==> src/rtl/hazard_fwd_unit.sv <==
module hazard_fwd_unit #(
  parameter int REG_W = 5
) (
  input  logic [REG_W-1:0] id_rs1,
  input  logic [REG_W-1:0] id_rs2,
  input  logic             id_uses_rs1,
  input  logic             id_uses_rs2,
  input  logic [REG_W-1:0] ex_rd,
  input  logic             ex_wen,
  input  logic             ex_is_load,
  input  logic             ex_redirect,
  input  logic [REG_W-1:0] mem_rd,
  input  logic             mem_wen,
  input  logic [REG_W-1:0] wb_rd,
  input  logic             wb_wen,
  output logic [1:0]       fwd_a,
  output logic [1:0]       fwd_b,
  output logic             pc_hold,
  output logic             ifid_hold,
  output logic             ifid_bubble,
  output logic             idex_bubble
);

  localparam logic [1:0] SEL_RF  = 2'b00;
  localparam logic [1:0] SEL_WB  = 2'b01;
  localparam logic [1:0] SEL_MEM = 2'b10;
  localparam logic [1:0] SEL_EX  = 2'b11;

  function automatic logic hit(input logic [REG_W-1:0] rs, input logic used,
                               input logic [REG_W-1:0] rd, input logic wen);
    return used && wen && (rs != '0) && (rs == rd);
  endfunction

  logic ex_a, mem_a, wb_a, ex_b, mem_b, wb_b, load_use;

  assign ex_a  = hit(id_rs1, id_uses_rs1, ex_rd,  ex_wen);
  assign mem_a = hit(id_rs1, id_uses_rs1, mem_rd, mem_wen);
  assign wb_a  = hit(id_rs1, id_uses_rs1, wb_rd,  wb_wen);
  assign ex_b  = hit(id_rs2, id_uses_rs2, ex_rd,  ex_wen);
  assign mem_b = hit(id_rs2, id_uses_rs2, mem_rd, mem_wen);
  assign wb_b  = hit(id_rs2, id_uses_rs2, wb_rd,  wb_wen);

  assign fwd_a = ex_a ? SEL_EX : mem_a ? SEL_MEM : wb_a ? SEL_WB : SEL_RF;
  assign fwd_b = ex_b ? SEL_EX : mem_b ? SEL_MEM : wb_b ? SEL_WB : SEL_RF;

  assign load_use    = ex_is_load && (ex_a || ex_b);
  assign pc_hold     = load_use && !ex_redirect;
  assign ifid_hold   = pc_hold;
  assign ifid_bubble = ex_redirect;
  assign idex_bubble = pc_hold || ex_redirect;

  always_comb begin
    assert_ex_wins_R1: assert (!(ex_wen && id_uses_rs1 && id_rs1 != '0 && id_rs1 == ex_rd) || fwd_a == SEL_EX)
      else $error("ex producer not selected");
    assert_zero_src_R2: assert (id_rs2 != '0 || fwd_b == SEL_RF)
      else $error("x0 bypassed");
    assert_unused_src_R4: assert (id_uses_rs1 || fwd_a == SEL_RF)
      else $error("unused operand bypassed");
    assert_hold_bubbles_R5: assert (!pc_hold || (ifid_hold && idex_bubble))
      else $error("hold without bubble");
    assert_redirect_flush_R7: assert (!ex_redirect || (ifid_bubble && idex_bubble))
      else $error("redirect not flushed");
    assert_flush_over_stall_R8: assert (!(ifid_bubble && (ifid_hold || pc_hold)))
      else $error("hold during flush");
  end

endmodule

==> config.mk <==
export PLATFORM = sky130hd
export DESIGN_NAME = hazard_fwd_unit
export DESIGN_NICKNAME = d
export VERILOG_FILES = /design/src/rtl/hazard_fwd_unit.sv
export SDC_FILE = /design/constraint.sdc
export NUM_CORES = 1
export LEC_CHECK = 0
export ABC_AREA = 1
export BUFFER_PORTS_ARGS = -buffer_cell sky130_fd_sc_hd__buf_2
export CAP_MARGIN = 20
export CORE_MARGIN = 1.5
export CORE_UTILIZATION = 45
export DETAILED_ROUTE_END_ITERATION = 10
export PLACE_DENSITY = 0.85
export SYNTH_ARGS = -nofsm -noshare
export SYNTH_HDL_FRONTEND = slang
export SYNTH_SLANG_ARGS = --single-unit
==> constraint.sdc <==
create_clock -name vclk -period 3
set_input_delay 0.9 -clock vclk [all_inputs]
set_output_delay 0.9 -clock vclk [all_outputs]
set_load 0.02 [all_outputs]
==> results of run 1 <==
-- power groups by stage --
stage / Combinational (uW) / Clock [uW] / Sequential, uW
final: 103 / 0 / 0
after global routing: 116 / 0 / 0
after CTS: 102 / 0 / 0
after detailed placement: 102 / 0 / 0
after global placement: 100 / 0 / 0
after floorplan: 57.1 / 0 / 0
-- final cells by class --
| class | count | area share |
|---|---|---|
| Timing Repair Buffer | 40 | 0.249 |
| Tap cell | 14 | 0.0218 |
| Inverter | 27 | 0.126 |
| Multi-Input combinational cell | 106 | 0.603 |
-- per-stage QoR --
step | std cells | setup WS [ns] | utilization | power [uW] | hold WS, ns
after global placement | 187 | 0.255 | 0.687 | 100 | 2.06
after detailed placement | 187 | 0.242 | 0.687 | 102 | 2.06
after floorplan | 135 | 0.300 | - | 57.1 | 1.85
after CTS | 187 | 0.237 | 0.687 | 102 | 2.06
final | 187 | 0.225 | 0.687 | 103 | 2.06
after global routing | 187 | 0.117 | 0.687 | 116 | 2.08
-- cells in the mapped netlist --
master     n  share of area
buf_4      2          0.025
inv_1     18           0.11
nand3_1   10          0.083
nor2_2     3          0.031
o22ai_1   12           0.12
xnor2_1    2          0.029
or2_0      2          0.021
clkinv_1   1         0.0062
nand2_1   52           0.32
a21oi_1    2          0.017
nor2_1    16           0.10
nand2_2    5          0.052
o211ai_1   2          0.025
inv_2      8          0.050
-- worst min path at each step --
stage	start	slack (ns)	depth (start not counted)	to
4_1_cts	ex_redirect	2.06	2	ifid_bubble
3_5_place_dp	ex_redirect	2.06	2	ifid_bubble
5_1_grt	ex_redirect	2.08	2	ifid_bubble
6_report	ex_redirect	2.06	2	ifid_bubble
3_3_place_gp	ex_redirect	2.06	2	ifid_bubble
2_1_floorplan	ex_redirect	1.85	1	ifid_hold
-- routing by layer --
metal,global-route usage,up-vias
met5,0,-
met4,0.0172,0
met3,0.00568,2
met2,0.516,52
met1,0.323,391
li1,-,498
-- logic make-up after synthesis --
group	synth area share
XOR/XNOR	0.0291
AO/OA/AOI/OAI	0.166
AND/OR/NAND/NOR	0.611
buffers and inverters	0.193
==> qor.yml, run 1 <==
post_dp_cell_area_um2: 805
rsz0062_at_grt: "no"
wirelength_um: 1930
grt_max_degree: 6
ios: 40
drive_above_1_share: 0.324
worstMarginPinSlew_ns: 0.169
final_area_um2: 805
detail_route.wl_per_cell_um: 10.3
postSynthCellCount: 135
cpMostUsedCell: "nand2_2"
antenna_found_initial: 0
yosysWarnings: 0
setup.worst_path.end_class: "output port"
cap_violations: 0
setup.worst_path.start: "id_rs1[1]"
p_int_uw: 42.3
drc: 0
power.switching_uw: 61.1
postRouteAntennaNets: 0
status: "complete, no violations"
die_y_um: 39.6
cp_max_fo: 5
period_share: 0.925
layout_commonest_cell: "nand2_1"
seqCellArea_um2: 0
rows: 12
hold_class: "in -> out"
vdd_drop_max_v: 0.0000636
fin_crit_ns: 2.77
place_congestion: 0.912
firstDrtPassIters: 4
viasPerCell: 5.04
max_slew_margin: 0.887
timing_hold_violations_final: 0
maxUsedRoutingLayer: "met4"
arrival_ns: 1.87
area_growth_pct: 33.7
worstSetupPathType: "in -> out"
final-max-slew-violation-count: 0
syn_avg_cell_area_um2: 4.46
required_ns: 2.10
power_density_nw_per_um2: 128
clkPwrFrac: 0
yosysUniqueCellTypes: 14
netSwitchingFraction: 0.591
grt.total_usage: 0.264
worstPathCellList: "buf_2 -> inv_1 -> nand3_1 -> nor2_1 -> nor2_1 -> nand2_2 -> nand2_2 -> nand2_2 -> nand2_1 -> buf_2"
n_antenna_cell: 0
grt_pass1_vias: 753
overflow: 0
seqPwrFrac: 0
die_w_um: 39.6
synth_fp_nets: 167
hpwl_um: 1700
vias: 943
start_util: 0.514
max_stage_delay_ns: 0.15
netlist_area_um2: 602
routed-wl-met3_um: 176
fmax_ghz: 0.360
grt_pass1_wl_um: 2910
seq_cell_count: 0
critPathCapture: "idex_bubble"
final_cell_mix: "52 x nand2_1, 40 x buf_2, 18 x inv_1, 16 x nor2_1, 12 x o22ai_1"
cts_resized: 0
p_comb_frac: 1.000
path_delay_family: "simple AND/OR/NAND/NOR gates"
dieArea_um2: 1570
worstSetupStartpointType: "input pin"
wl_met2_um: 925
hold_buffers: 0
fillerInstances: 111
crit_slowest_cell: "nor2_1"
cp_num_buf_inv: 3
path_depth: 10
drt_iter0_markers: 38
post_cts_buffers: 0
fin_tns_setup_ns: 0
port_buffers: 40
core_area_um2: 1170
multiInputGateArea_um2: 485
cellLeakagePower_uw: 0.000534
nClkBuffers: 0
layout.nets: 207
synth-seq-area-share: 0
setup_viol: 0
wl_met1_um: 824
No activity file was read; power rests on OpenSTA's default activity.
==> inputs of run 2 (changes only) <==
MAX_ROUTING_LAYER = met4   (was unset)
RECOVER_POWER = 25   (was unset)
REMOVE_ABC_BUFFERS = 1   (was unset)
==> qor.yml, run 2 (synthesized netlist as in run 1, its figures left out) <==
seqPwrFrac: 0
seq_cell_count: 0
cp_max_fo: 5
final_cell_mix: "52 x nand2_1, 39 x buf_2, 19 x inv_1, 16 x nor2_1, 12 x o22ai_1"
dieArea_um2: 1570
worstSetupStartpointType: "input pin"
timing_hold_violations_final: 0
required_ns: 2.10
layout_commonest_cell: "nand2_1"
setup.worst_path.end_class: "output port"
fmax_ghz: 0.358
hp-start: "ex_redirect"
worstPathCellList: "buf_2 -> inv_1 -> nand3_1 -> nor2_1 -> nor2_1 -> nand2_2 -> nand2_2 -> nand2_2 -> nand2_1 -> buf_2"
holdPathEnd: "ifid_bubble"
crit_slowest_cell: "nor2_1"
viasPerCell: 5.28
status: "complete, no violations"
vdd_drop_max_v: 0.0000645
cellLeakagePower_uw: 0.000532
layout.nets: 207
wirelength_um: 1940
setup_viol: 0
port_buffers: 40
grt.total_usage: 0.263
seqCellArea_um2: 0
worstMarginPinSlew_ns: 0.256
p_int_uw: 42.0
worstSetupPathType: "in -> out"
arrival_ns: 1.89
detail_route.wl_per_cell_um: 10.4
postRouteAntennaNets: 0
drive_above_1_share: 0.312
power_density_nw_per_um2: 129
grt_pass1_vias: 767
vias: 988
netSwitchingFraction: 0.594
cpMostUsedCell: "nand2_2"
period_share: 0.930
cts_resized: 0
final-max-slew-violation-count: 0
path_delay_family: "simple AND/OR/NAND/NOR gates"
fin_tns_setup_ns: 0
antenna_found_initial: 0
hold_class: "in -> out"
post_cts_buffers: 0
max_stage_delay_ns: 0.17
rows: 12
max_slew_margin: 0.830
hold_buffers: 0
die_w_um: 39.6
cp_num_buf_inv: 3
cap_violations: 0
p_comb_frac: 1.000
clkPwrFrac: 0
drc: 0
grt_pass1_wl_um: 2860
start_util: 0.514
overflow: 0
hpwl_um: 1710
area_growth_pct: 33.5
ios: 40
post-route-util: 0.686
n_antenna_cell: 0
fin_crit_ns: 2.79
nClkBuffers: 0
core_area_um2: 1170
fillerInstances: 114
drt_iter0_markers: 35
hold_depth: 2
power.switching_uw: 61.4
firstDrtPassIters: 4
grt_max_degree: 6
die_y_um: 39.6
rsz0062_at_grt: "no"
place_congestion: 0.957
-- run 2: cell count changes in the layout (fill, tap and decap cells not counted) --
cell | previous run | this run
inv_2 | 8 | 7
inv_1 | 18 | 19
buf_2 | 40 | 39
clkbuf_1 | 0 | 1
-- run 2: power by group through the flow --
stage,Combinational (uW),Clock [uW],Sequential [uW]
3_3_place_gp,100,0,0
5_1_grt,115,0,0
4_1_cts,103,0,0
6_report,103,0,0
3_5_place_dp,102,0,0
2_1_floorplan,55.1,0,0
-- run 2: cell type report --
| class | count | area (um^2) | share of cell area |
|---|---|---|---|
| inverters | 27 | 101 | 0.126 |
| multi-input cells | 106 | 485 | 0.604 |
| well taps | 14 | 17.5 | 0.0218 |
| repair buffers | 40 | 199 | 0.248 |
-- run 2: worst max path at each step --
stage,startpoint,endpoint,slack [ns],depth (start not counted)
floorplan,id_rs1[4],ifid_hold,0.37,9
global placement,id_rs1[1],idex_bubble,0.26,10
detailed placement,id_rs1[1],idex_bubble,0.24,10
CTS,id_rs1[1],idex_bubble,0.24,10
global route,id_rs2[3],idex_bubble,0.09,10
finish,id_rs2[3],idex_bubble,0.21,10
-- run 2: metrics by stage --
| stage | setup slack (ns) | hold slack [ns] | instance area [um^2] | total power, uW | std cells |
|---|---|---|---|---|---|
| final | 0.209 | 2.08 | 803 | 103 | 187 |
| after global placement | 0.262 | 2.06 | 805 | 100 | 187 |
| after floorplan | 0.366 | 1.80 | 587 | 55.1 | 133 |
| after global routing | 0.0920 | 2.10 | 803 | 115 | 187 |
| after CTS | 0.237 | 2.06 | 805 | 103 | 187 |
| after detailed placement | 0.241 | 2.06 | 805 | 102 | 187 |
-- run 2: layer usage --
layer | vias to the layer above | routed length (um) | GRT usage
li1 | 496 | - | -
met1 | 429 | 801 | 0.320
met2 | 63 | 957 | 0.508
met3 | 0 | 180 | 0
met4 | 0 | 0 | 0
met5 | - | 0 | -
==> inputs of run 3 (changes only) <==
--- a/config.mk
+++ b/config.mk
@@ -11,6 +11,5 @@
 export CORE_MARGIN = 1.5
-export CORE_UTILIZATION = 45
+export CORE_UTILIZATION = 30
 export DETAILED_ROUTE_END_ITERATION = 10
 export MAX_ROUTING_LAYER = met4
-export PLACE_DENSITY = 0.85
 export RECOVER_POWER = 25
==> constraint.sdc (replaced) <==
create_clock -name vclk -period 3
set_input_delay 0.9 -clock vclk [all_inputs]
set_output_delay 0.9 -clock vclk [all_outputs]
set_load 0.01 [all_outputs]
==> qor.yml, run 3 (synthesized netlist as in run 1, its figures left out) <==
worstSetupPathType: "in -> out"
period_share: 0.926
drt_iter0_markers: 22
grt_busiest_layer: "met2"
grt_util_met1: 0.258
max_slew_margin: 0.877
n_antenna_cell: 0
ios: 40
layout_commonest_cell: "nand2_1"
power_density_nw_per_um2: 124
dieArea_um2: 2280
cellLeakagePower_uw: 0.000532
drive_above_1_share: 0.312
overflow: 0
path_delay_family: "simple AND/OR/NAND/NOR gates"
nClkBuffers: 0
fin_crit_ns: 2.78
area_growth_pct: 36.2
placed_cells: 200
arrival_ns: 1.88
postRouteAntennaNets: 0
place_congestion: 0.955
die_y_um: 47.8
fillerInstances: 246
viasPerCell: 4.76
port_buffers: 40
gr-usage-met2: 0.325
core_area_um2: 1920
cpMostUsedCell: "nand2_2"
worstPathCellList: "buf_2 -> inv_1 -> nand3_1 -> nor2_1 -> nor2_1 -> nand2_2 -> nand2_2 -> nand2_2 -> nand2_1 -> buf_2"
grt_util_met3: 0.00377
grt_pass1_wl_um: 3080
grt_max_degree: 6
start_util: 0.313
final-max-slew-violation-count: 0
die_w_um: 47.8
drc: 0
rsz0062_at_grt: "no"
vdd_drop_max_v: 0.0000631
timing_hold_violations_final: 0
post_cts_buffers: 0
hold_class: "in -> out"
crit_slowest_cell: "nor2_1"
grt_pass1_vias: 789
fmax_ghz: 0.360
final_cell_mix: "52 x nand2_1, 39 x buf_2, 19 x inv_1, 16 x nor2_1, 12 x o22ai_1"
detail_route.wl_per_cell_um: 10.1
cap_violations: 0
grt.total_usage: 0.189
cts_resized: 0
wirelength_um: 2030
rows: 16
setup_viol: 0
vias: 951
antenna_found_initial: 0
hpwl_um: 1810
worstMarginPinSlew_ns: 0.184
required_ns: 2.10
final_cells: 200
seqCellArea_um2: 0
status: "complete, no violations"
layout.nets: 207
max_stage_delay_ns: 0.16
hold_buffers: 0
firstDrtPassIters: 4
setup.worst_path.end_class: "output port"
worstSetupStartpointType: "input pin"
seq_cell_count: 0
cp_max_fo: 5
fin_tns_setup_ns: 0
cp_num_buf_inv: 3
-- run 3: cell counts in the layout (fill, tap and decap cells not counted) --
No cell type changed its count.
-- run 3: where the power goes --
part | internal, uW | switching [uW]
clock network | 0 | 0
registers | 0 | 0
logic | 42.0 | 59.4
total | 42.0 | 59.4
-- run 3: final cells by class --
| type | count | area [um^2] | area share |
|---|---|---|---|
| multi-input combinational | 106 | 485 | 0.592 |
| timing repair buffer | 40 | 199 | 0.243 |
| inverter | 27 | 101 | 0.124 |
| tap | 27 | 33.8 | 0.0412 |
-- run 3: worst paths after layout --
check | from | end | cells after the start
setup / recovery | id_rs2[3] | idex_bubble | 10
hold / removal | ex_redirect | ifid_bubble | 2
-- run 3: per-layer routing --
metal	share of wire	wire length (um)
met5	0	0
met4	0	0
met3	0.079	161
met2	0.45	916
met1	0.47	950
-- run 3: metrics by stage --
step / area, um^2 / power (uW) / setup WS (ns) / hold slack (ns) / util
finish: 820 / 101 / 0.221 / 2.04 / 0.426
global route: 820 / 114 / 0.125 / 2.05 / 0.426
CTS: 821 / 101 / 0.243 / 2.03 / 0.427
detailed placement: 821 / 100 / 0.254 / 2.03 / 0.427
global placement: 821 / 100 / 0.270 / 2.02 / 0.427
floorplan: 587 / 53.6 / 0.514 / 1.80 / -
